**src/rtl/wkup_pkg.sv**
```systemverilog
package wkup_pkg;
    localparam int RELOAD_W = 16;
    localparam int CNT_W    = RELOAD_W + 1;
    localparam int PRE_W    = 4;
    localparam int ADDR_W   = 2;
    localparam int DATA_W   = 16;
    localparam int SEL_W    = 3;

    localparam logic [ADDR_W-1:0] A_CTRL   = 2'd0;
    localparam logic [ADDR_W-1:0] A_RELOAD = 2'd1;
    localparam logic [ADDR_W-1:0] A_SEL    = 2'd2;
    localparam logic [ADDR_W-1:0] A_STAT   = 2'd3;

    typedef struct packed {
        logic       use_sec;
        logic       extend;
        logic [1:0] div_code;
    } sel_dec_t;

    function automatic sel_dec_t decode_sel(input logic [SEL_W-1:0] s);
        sel_dec_t d;
        d.use_sec  = s[2];
        d.extend   = s[2] & s[1];
        d.div_code = s[1:0];
        return d;
    endfunction

    function automatic logic [CNT_W-1:0] eff_reload(input logic [RELOAD_W-1:0] r,
                                                    input sel_dec_t d);
        return {d.extend, r};
    endfunction
endpackage

```
**src/rtl/wkup_prescaler.sv**
```systemverilog
module wkup_prescaler
    import wkup_pkg::*;
(
    input  logic             clk,
    input  logic             rst,
    input  logic [1:0]       div_code,
    output logic             div_tick
);
    logic [PRE_W-1:0] cnt;
    logic [PRE_W:1]   tick_k;

    always_ff @(posedge clk) begin
        if (rst) cnt <= '0;
        else     cnt <= cnt + 1'b1;
    end

    for (genvar k = 1; k <= PRE_W; k++) begin : g_tick
        assign tick_k[k] = &cnt[k-1:0];
    end

    always_comb begin
        div_tick = tick_k[PRE_W - int'(div_code)];
    end

    // a slower tick always coincides with every faster one
    p_nested_ticks_r2: assert property (@(posedge clk) disable iff (rst)
        tick_k[PRE_W] |-> (&tick_k));
endmodule

```
**src/rtl/wkup_regs.sv**
```systemverilog
module wkup_regs
    import wkup_pkg::*;
(
    input  logic                 clk,
    input  logic                 rst,
    input  logic                 wr_en,
    input  logic [ADDR_W-1:0]    wr_addr,
    input  logic [DATA_W-1:0]    wr_data,
    input  logic                 set_flag,
    output logic                 en,
    output logic [RELOAD_W-1:0]  reload,
    output logic [SEL_W-1:0]     sel,
    output logic                 wr_ok,
    output logic                 flag,
    output logic                 start
);
    logic settle;
    logic cfg_open;
    logic wr_ctrl, wr_stat, stop;

    assign wr_ctrl  = wr_en && (wr_addr == A_CTRL);
    assign wr_stat  = wr_en && (wr_addr == A_STAT);
    assign start    = wr_ctrl && wr_data[0] && !en;
    assign stop     = wr_ctrl && !wr_data[0];
    assign cfg_open = !en && wr_ok;

    always_ff @(posedge clk) begin
        if (rst) begin
            en     <= 1'b0;
            settle <= 1'b1;
            wr_ok  <= 1'b1;
            reload <= '0;
            sel    <= '0;
            flag   <= 1'b0;
        end else begin
            if (start)     en <= 1'b1;
            else if (stop) en <= 1'b0;

            if (start) begin
                settle <= 1'b0;
                wr_ok  <= 1'b0;
            end else begin
                settle <= !en;
                wr_ok  <= settle && !en;
            end

            if (wr_en && cfg_open && wr_addr == A_RELOAD) reload <= wr_data[RELOAD_W-1:0];
            if (wr_en && cfg_open && wr_addr == A_SEL)    sel    <= wr_data[SEL_W-1:0];

            if (set_flag)                   flag <= 1'b1;
            else if (wr_stat && !wr_data[1]) flag <= 1'b0;
        end
    end

    p_cfg_locked_r5: assert property (@(posedge clk) disable iff (rst)
        (en || !wr_ok) |=> ($stable(reload) && $stable(sel)));
    p_wrok_drop_r6: assert property (@(posedge clk) disable iff (rst)
        start |=> (en && !wr_ok));
    p_wrok_only_idle_r6: assert property (@(posedge clk) disable iff (rst)
        wr_ok |-> !en);
    p_flag_sticky_r7: assert property (@(posedge clk) disable iff (rst)
        (flag && !(wr_stat && !wr_data[1])) |=> flag);
endmodule

```
**src/rtl/wkup_counter.sv**
```systemverilog
module wkup_counter
    import wkup_pkg::*;
(
    input  logic             clk,
    input  logic             rst,
    input  logic             en,
    input  logic             start,
    input  logic             tick,
    input  logic [CNT_W-1:0] reload_eff,
    output logic             expire
);
    logic [CNT_W-1:0] count;

    assign expire = en && !start && tick && (count == '0);

    always_ff @(posedge clk) begin
        if (rst)                 count <= '0;
        else if (start)          count <= reload_eff;
        else if (en && tick) begin
            if (count == '0)     count <= reload_eff;
            else                 count <= count - 1'b1;
        end
    end

    p_hold_when_off_r8: assert property (@(posedge clk) disable iff (rst)
        (!en && !start) |=> $stable(count));
    p_reload_on_expire_r9: assert property (@(posedge clk) disable iff (rst)
        expire |=> (count == $past(reload_eff)));
endmodule

```
**src/rtl/wkup_timer.sv**
```systemverilog
module wkup_timer
    import wkup_pkg::*;
(
    input  logic              clk,
    input  logic              rst,
    input  logic              sec_strobe_i,
    input  logic              wr_en_i,
    input  logic [1:0]        wr_addr_i,
    input  logic [15:0]       wr_data_i,
    input  logic [1:0]        rd_addr_i,
    output logic [15:0]       rd_data_o
);
    logic                en, wr_ok, flag, start, expire, div_tick, tick;
    logic [RELOAD_W-1:0] reload;
    logic [SEL_W-1:0]    sel;
    sel_dec_t            dec;
    logic [CNT_W-1:0]    reload_eff;

    assign dec        = decode_sel(sel);
    assign reload_eff = eff_reload(reload, dec);
    assign tick       = dec.use_sec ? sec_strobe_i : div_tick;

    wkup_prescaler u_pre (
        .clk(clk), .rst(rst), .div_code(dec.div_code), .div_tick(div_tick)
    );

    wkup_regs u_regs (
        .clk(clk), .rst(rst), .wr_en(wr_en_i), .wr_addr(wr_addr_i),
        .wr_data(wr_data_i), .set_flag(expire), .en(en), .reload(reload),
        .sel(sel), .wr_ok(wr_ok), .flag(flag), .start(start)
    );

    wkup_counter u_cnt (
        .clk(clk), .rst(rst), .en(en), .start(start), .tick(tick),
        .reload_eff(reload_eff), .expire(expire)
    );

    always_comb begin
        rd_data_o = '0;
        case (rd_addr_i)
            A_CTRL:   rd_data_o[0]          = en;
            A_RELOAD: rd_data_o             = reload;
            A_SEL:    rd_data_o[SEL_W-1:0]  = sel;
            default:  rd_data_o[1:0]        = {flag, wr_ok};
        endcase
    end

    p_flag_needs_run_r8: assert property (@(posedge clk) disable iff (rst)
        (!en && !u_regs.flag) |=> !u_regs.flag);
endmodule

```
**config.mk**
```make
export PLATFORM = sky130hd
export DESIGN_NAME = wkup_timer
export DESIGN_NICKNAME = d
export VERILOG_FILES = /design/src/rtl/wkup_pkg.sv /design/src/rtl/wkup_prescaler.sv /design/src/rtl/wkup_regs.sv /design/src/rtl/wkup_counter.sv /design/src/rtl/wkup_timer.sv
export SDC_FILE = /design/constraint.sdc
export NUM_CORES = 1
export LEC_CHECK = 0
export CORE_MARGIN = 5
export CORE_UTILIZATION = 35
export CTS_BUF_LIST = sky130_fd_sc_hd__clkbuf_4 sky130_fd_sc_hd__clkbuf_8
export DETAILED_ROUTE_END_ITERATION = 12
export PLACE_DENSITY = 0.58
export SLEW_MARGIN = 20
export SYNTH_ARGS = -nofsm -noshare
export SYNTH_HDL_FRONTEND = slang
export SYNTH_SLANG_ARGS = --single-unit
```
**constraint.sdc**
```tcl
create_clock -name clk -period 2 [get_ports clk]
set_clock_uncertainty 0.15 [all_clocks]
set_input_delay 0.2 -clock clk [delete_from_list [all_inputs] [get_ports clk]]
set_output_delay 0.2 -clock clk [all_outputs]
set_load 0.1 [all_outputs]
```
# Word-level counts from Yosys, hierarchy flattened
# Index checks and enable logic that the tools add are counted.
# op_classes
add_sub_neg	3
order_cmp	1
eq_ne	5
mux	17
bitwise_logic	1
reduce_logical	28
# op_table
op	n
two-way mux 17 bit	3
< comparator 32 x 5 -> 1 bit (second input constant)	1
logical NOT 17 bit	1
subtractor 17 x 1 -> 17 bit (second input constant)	1
logical AND 1 bit	15
two-way mux 13 bit	1
two-way mux 1 bit	9
== test 2 bit (second input constant)	3
one-hot mux 1 bit (3 select lines)	2
nonzero test 2 bit	3
adder 4 x 1 -> 4 bit (second input constant)	1
== test 2 x 1 -> 1 bit (second input constant)	2
logical NOT 1 bit	4
logical NOT 2 bit	2
AND reduction 4 bit	1
subtractor 3 x 2 -> 4 bit (first input constant)	1
binary-select mux 1 bit (select 3 bit)	1
AND reduction 3 bit	1
one-hot mux 1 bit (2 select lines)	1
AND reduction 2 bit	1
bitwise AND 1 bit	1
# totals
reg_bits	44
input_bits	24
out_inout_bits	16
wordCells	63

# Longest topological paths before layout
# logic_depth
word_depth	9
mapped_depth	9
depth_no_buf	7

# Hierarchy
# From an unflattened synthesis, not the netlist that was laid out.
# unflattened
hier_cells	309
area_unflattened_um2	2670.1
# modules_own_cells
mod	n_inst	cells_each	area_per_inst_um2
wkup_counter	1	157	1228.7
wkup_regs	1	99	1008.5
wkup_timer	1	30	219.0
wkup_prescaler	1	23	214.0

# Worst setup path before layout
# No wires, ideal clock.
# synth_path
path_type	input to output
startpoint	input port rd_addr_i[1]
endpoint	output port rd_data_o[1]
arrival_ns	2.663
t_required_ns	1.650
setup_slack_ns	-1.013
path_stages	4
path_buffers	0
path_cell_list	inv_1 ha_1 a22oi_1 o21ai_0
# synth_between
elab_chain_len	2
# synth_rtl
element	line_no	text
start: declaration	wkup_timer.sv:10	input logic [1:0] rd_addr_i,
== test 2 bit, or another cell as far along	wkup_timer.sv:40	case (rd_addr_i)
one-hot mux 1 bit (3 select lines) (*)	wkup_timer.sv:40	
end: declaration	wkup_timer.sv:11	output logic [15:0] rd_data_o
# Every way passes the cells marked *; elsewhere a longest branch is shown, timed or not.

# Final worst setup path
# layout_path
startpoint	register u_cnt.count[5]
endpoint	register u_cnt.count[13]
# layout_between
elab_chain_len	4
# layout_rtl
element	line_no	text
start: declaration	wkup_counter.sv:12	logic [CNT_W-1:0] count;
start signal: assignment	wkup_counter.sv:18	else if (start) count <= reload_eff;
start signal: assignment	wkup_counter.sv:20	if (count == '0) count <= reload_eff;
start signal: assignment	wkup_counter.sv:21	else count <= count - 1'b1;
subtractor 17 x 1 -> 17 bit / logical NOT 17 bit (equally long branches)	wkup_counter.sv:21, wkup_counter.sv:20	
two-way mux 17 bit (*)	wkup_counter.sv:20	
two-way mux 17 bit (*)	wkup_counter.sv:19	else if (en && tick) begin
two-way mux 17 bit (*)	wkup_counter.sv:18	
# Every way passes the cells marked *; elsewhere a longest branch is shown, timed or not. The select of a mux whose other input is x is not followed.
# A chain may end at the register's enable or synchronous reset.

==> summary.txt <==
STA
  • Highest clock rate: 469 MHz
  • Worst-Margin Slew: 0.512 ns
  • RSZ-0062 raised after global routing: yes
  • Slew Limit Headroom: 65.9%
  • Final Cycle Share: 107%
  • Final Setup Violations: 10
  • Final hold vios: 0
  • WHS: 0.318 ns
  • Min cycle time layout: 2.13 ns
  • Final worst setup slack: -0.132 ns
  • Max Slew Vio Count: 0
  • Setup TNS Final: -0.502 ns

Finish
  • Share of cells above drive strength 1: 36.0%
  • Area grow syn2layout: 59.9%
  • Ant. Diodes: 0
  • Layout Nets: 402

Worst hold path
  • Worst Hold End: u_regs.wr_ok$_SDFF_PP1_
  • Cell count of the worst hold path: 1
  • Origin of the worst min-delay path: u_regs.settle$_SDFF_PP1_
  • Hold WC Path Type: flop to flop

Worst setup path
  • Reg2reg end: u_cnt.count[13]$_SDFFE_PP0P_
  • CP max stage delay: 0.54 ns
  • Crit path DAT: 2.22 ns
  • R2R Setup Slk: -0.13 ns
  • Worst Path Required: 2.09 ns
  • Slowest-stage cell, CP: or4_4
  • R2r startpoint: u_cnt.count[5]$_SDFFE_PP0P_
  • Critical path class: flop to flop
  • Crit path top cell by count: or4_4
  • CP startpoint kind: flop
  • CP Capture Type: flop
  • Crit Path Max Fanout: 5
  • Start point of the critical path: u_cnt.count[5]$_SDFFE_PP0P_
  • Worst R2R Path Depth: 4
  • Worst path cell trace: or4_4 > or4_4 > o41ai_1 > a32o_1

CTS
  • CTS buffer count: 5
  • Sink Count: 44
  • Clk pin slew, worst setup/hold paths: 0.09 ns
  • CTS tree: yes
  • Insertion delay to the later sink of the worst-skew pair: 0.30 ns
  • Hold_buf cts: 0
  • CTS Buffer Depth: 2
  • H-tree levels: 2
  • Root Buffer: clkbuf_8

Routing
  • Routed Antenna Nets: 0
  • Drt total wl: 8070 um
  • Vias per cell: 5.74
  • Initial DRT Pass Iterations: 6
  • DR vias: 2577
  • Initial DRC count: 189
  • Avg WL per Cell: 18.0 um
  • # DRC: 0

Logic synthesis
  • Synthesized cell area: 2410 um2
  • Synth Net Count: 312
  • Syn Inst Count: 278
  • Ys Warns: 0
  • Commonest cells post-synth: dfxtp_1, nor2_1, o21ai_0
  • Yosys reg bits: 44
  • Main synth FF type: dfxtp_1
  • Avg Inst Size Synth: 8.68 um2
  • Post-synthesis sequential area ratio: 36.5%
  • EDFF count, synth: 0
  • Area contributors post-synth: dfxtp_1, mux2i_1, o21ai_0
  • Top cell type's share of synthesized area: 36.5%
  • Synth area leader: dfxtp_1
  • Top-count cell post-synth: dfxtp_1
  • Async S/R FF share, synth: 0%
  • Cell variety after synth: 50

Placement
  • Buffers on Ports: 39
  • GPL Wtd Cong: 0.858
  • Pre-CTS setup slack: -0.271 ns
  • Post-detail-place hpwl: 5420 um

Pwr
  • Clk pwr share: 24.9%
  • Sequential share of power: 40.7%
  • LEAKAGE: 1.65 nW
  • PD cells: 596 nW/um2
  • Combinational fraction of design power: 34.4%
  • Max IR drop VDD: 0.392 mV
  • Psw: 755 uW
  • Switching share of power: 32.8%
  • Int Pwr: 1.55 mW

Flow run
  • Max-Cap Viols: 0

Global routing
  • All-Layer GR Usage: 18.0%
  • Gr ovfl total: 0
  • Vias in the first global route: 2456
  • Global-route wire length before repair: 12400 um
  • Largest net degree at the start of global routing: 19
  • Antenna violations before repair: 0

Floorplanning
  • Die Area: 8660 um2
  • Initial Util: 35.7%
  • Core area: 6760 um2
  • Row cnt: 30
  • Die Wd: 93.0 um
  • I/O pin total: 40
  • Die height: 93.0 um

Status
  • Status: finished with violations
  • Failing checks: negative setup slack
-- cells by family after synthesis --
kind of cell             Yosys count  synth area share (%)
AO/OA/AOI/OAI                     70                  20.4
XOR/XNOR                           1                 0.363
adder cells (fa/ha/maj)           10                  5.18
buffers and inverters             27                  4.87
flip-flops                        44                  36.5
multiplexers                      22                  9.23
AND/OR/NAND/NOR                  104                  23.5
-- flip-flops by register name, indices dropped and copies added (netlist names) --
register and cells:
u_cnt.count 17, u_pre.cnt 4, u_regs.en 1, u_regs.flag 1
u_regs.reload 16, u_regs.sel 3, u_regs.settle 1, u_regs.wr_ok 1
-- timing repair --
action                                  4_1_cts  5_1_grt
pin swaps                                     5       12
endpoints found under the setup margin       20       17
endpoints found under the hold margin         0        0
gates resized for setup                      26       47
gates cloned                                  2        2
buffers inserted                              0        2
-- worst max path at each step --
stage          slack [ns]                      endpoint
2_1_floorplan       -0.26                  rd_data_o[1]
3_3_place_gp        -0.26   u_cnt.count[3]$_SDFFE_PP0P_
3_5_place_dp        -0.27   u_cnt.count[3]$_SDFFE_PP0P_
4_1_cts             -0.11  u_cnt.count[15]$_SDFFE_PP0P_
5_1_grt             -0.19  u_cnt.count[13]$_SDFFE_PP0P_
6_report            -0.13  u_cnt.count[13]$_SDFFE_PP0P_
-- cell type report --
class                   count  area (um2)
repair buffers             96        1020
clock inverters             2        12.5
flip-flops and latches     44         893
clock buffers               6        76.3
inverters                  11        41.3
well taps                  80         100
fillers                   600        2900
multi-input cells         210        1720
-- metrics by stage --
step                      instances  power (mW)  cell area (um2)  utilization (%)
after floorplan                 278        1.31             2450                -
after global routing            449        2.41             3860             57.1
final                           449        2.30             3860             57.1
after detailed placement        435        1.59             3450             51.1
after global placement          435        1.58             3450             51.1
after CTS                       445        2.19             3660             54.2
-- per-layer routing --
metal	global-route usage [%]	vias up	share of wire [%]
met3	2.65	11	4.6
li1	-	1215	-
met4	5.86	0	1.4
met5	0	-	0
met2	29.0	100	48
met1	24.7	1251	46
-- cells in the final DEF, fill, tap and decap left out, drive strengths merged, types with 2 or more instances in the layout --
| master | n |
|---|---|
| nor4b | 4 |
| nand3 | 6 |
| nor3 | 4 |
| ha | 10 |
| mux2 | 2 |
| inv | 11 |
| buf | 73 |
| dfxtp | 44 |
| and3 | 2 |
| o31ai | 2 |
| nor4 | 9 |
| a21oi | 3 |
| a22oi | 3 |
| o221ai | 2 |
| dlygate4sd2 | 2 |
| or4 | 4 |
| a31o | 4 |
| nor2b | 6 |
| mux2i | 20 |
| o41ai | 4 |
| clkbuf | 6 |
| and2 | 13 |
| clkdlybuf4s50 | 21 |
| nor2 | 31 |
| o21ai | 28 |
| nand4b | 2 |
| nand2b | 3 |
| a32o | 10 |
| nand2 | 14 |
| a211oi | 8 |
-- worst max-delay path, delay by kind of cell, from the launching register on --
| family | cells | cell delay [ns] |
|---|---|---|
| flip-flops | 1 | 0.35 |
| AND/OR/NAND/NOR | 2 | 1.05 |
| AO/OA/AOI/OAI | 2 | 0.52 |
-- power by group through the flow --
stage | combinational, mW | sequential, mW | clock, mW
final | 0.791 | 0.936 | 0.573
after global routing | 0.849 | 0.939 | 0.620
after CTS | 0.670 | 0.935 | 0.588
after detailed placement | 0.635 | 0.954 | 0
after global placement | 0.626 | 0.954 | 0
after floorplan | 0.358 | 0.948 | 0
No activity file was read; power rests on OpenSTA's default activity.
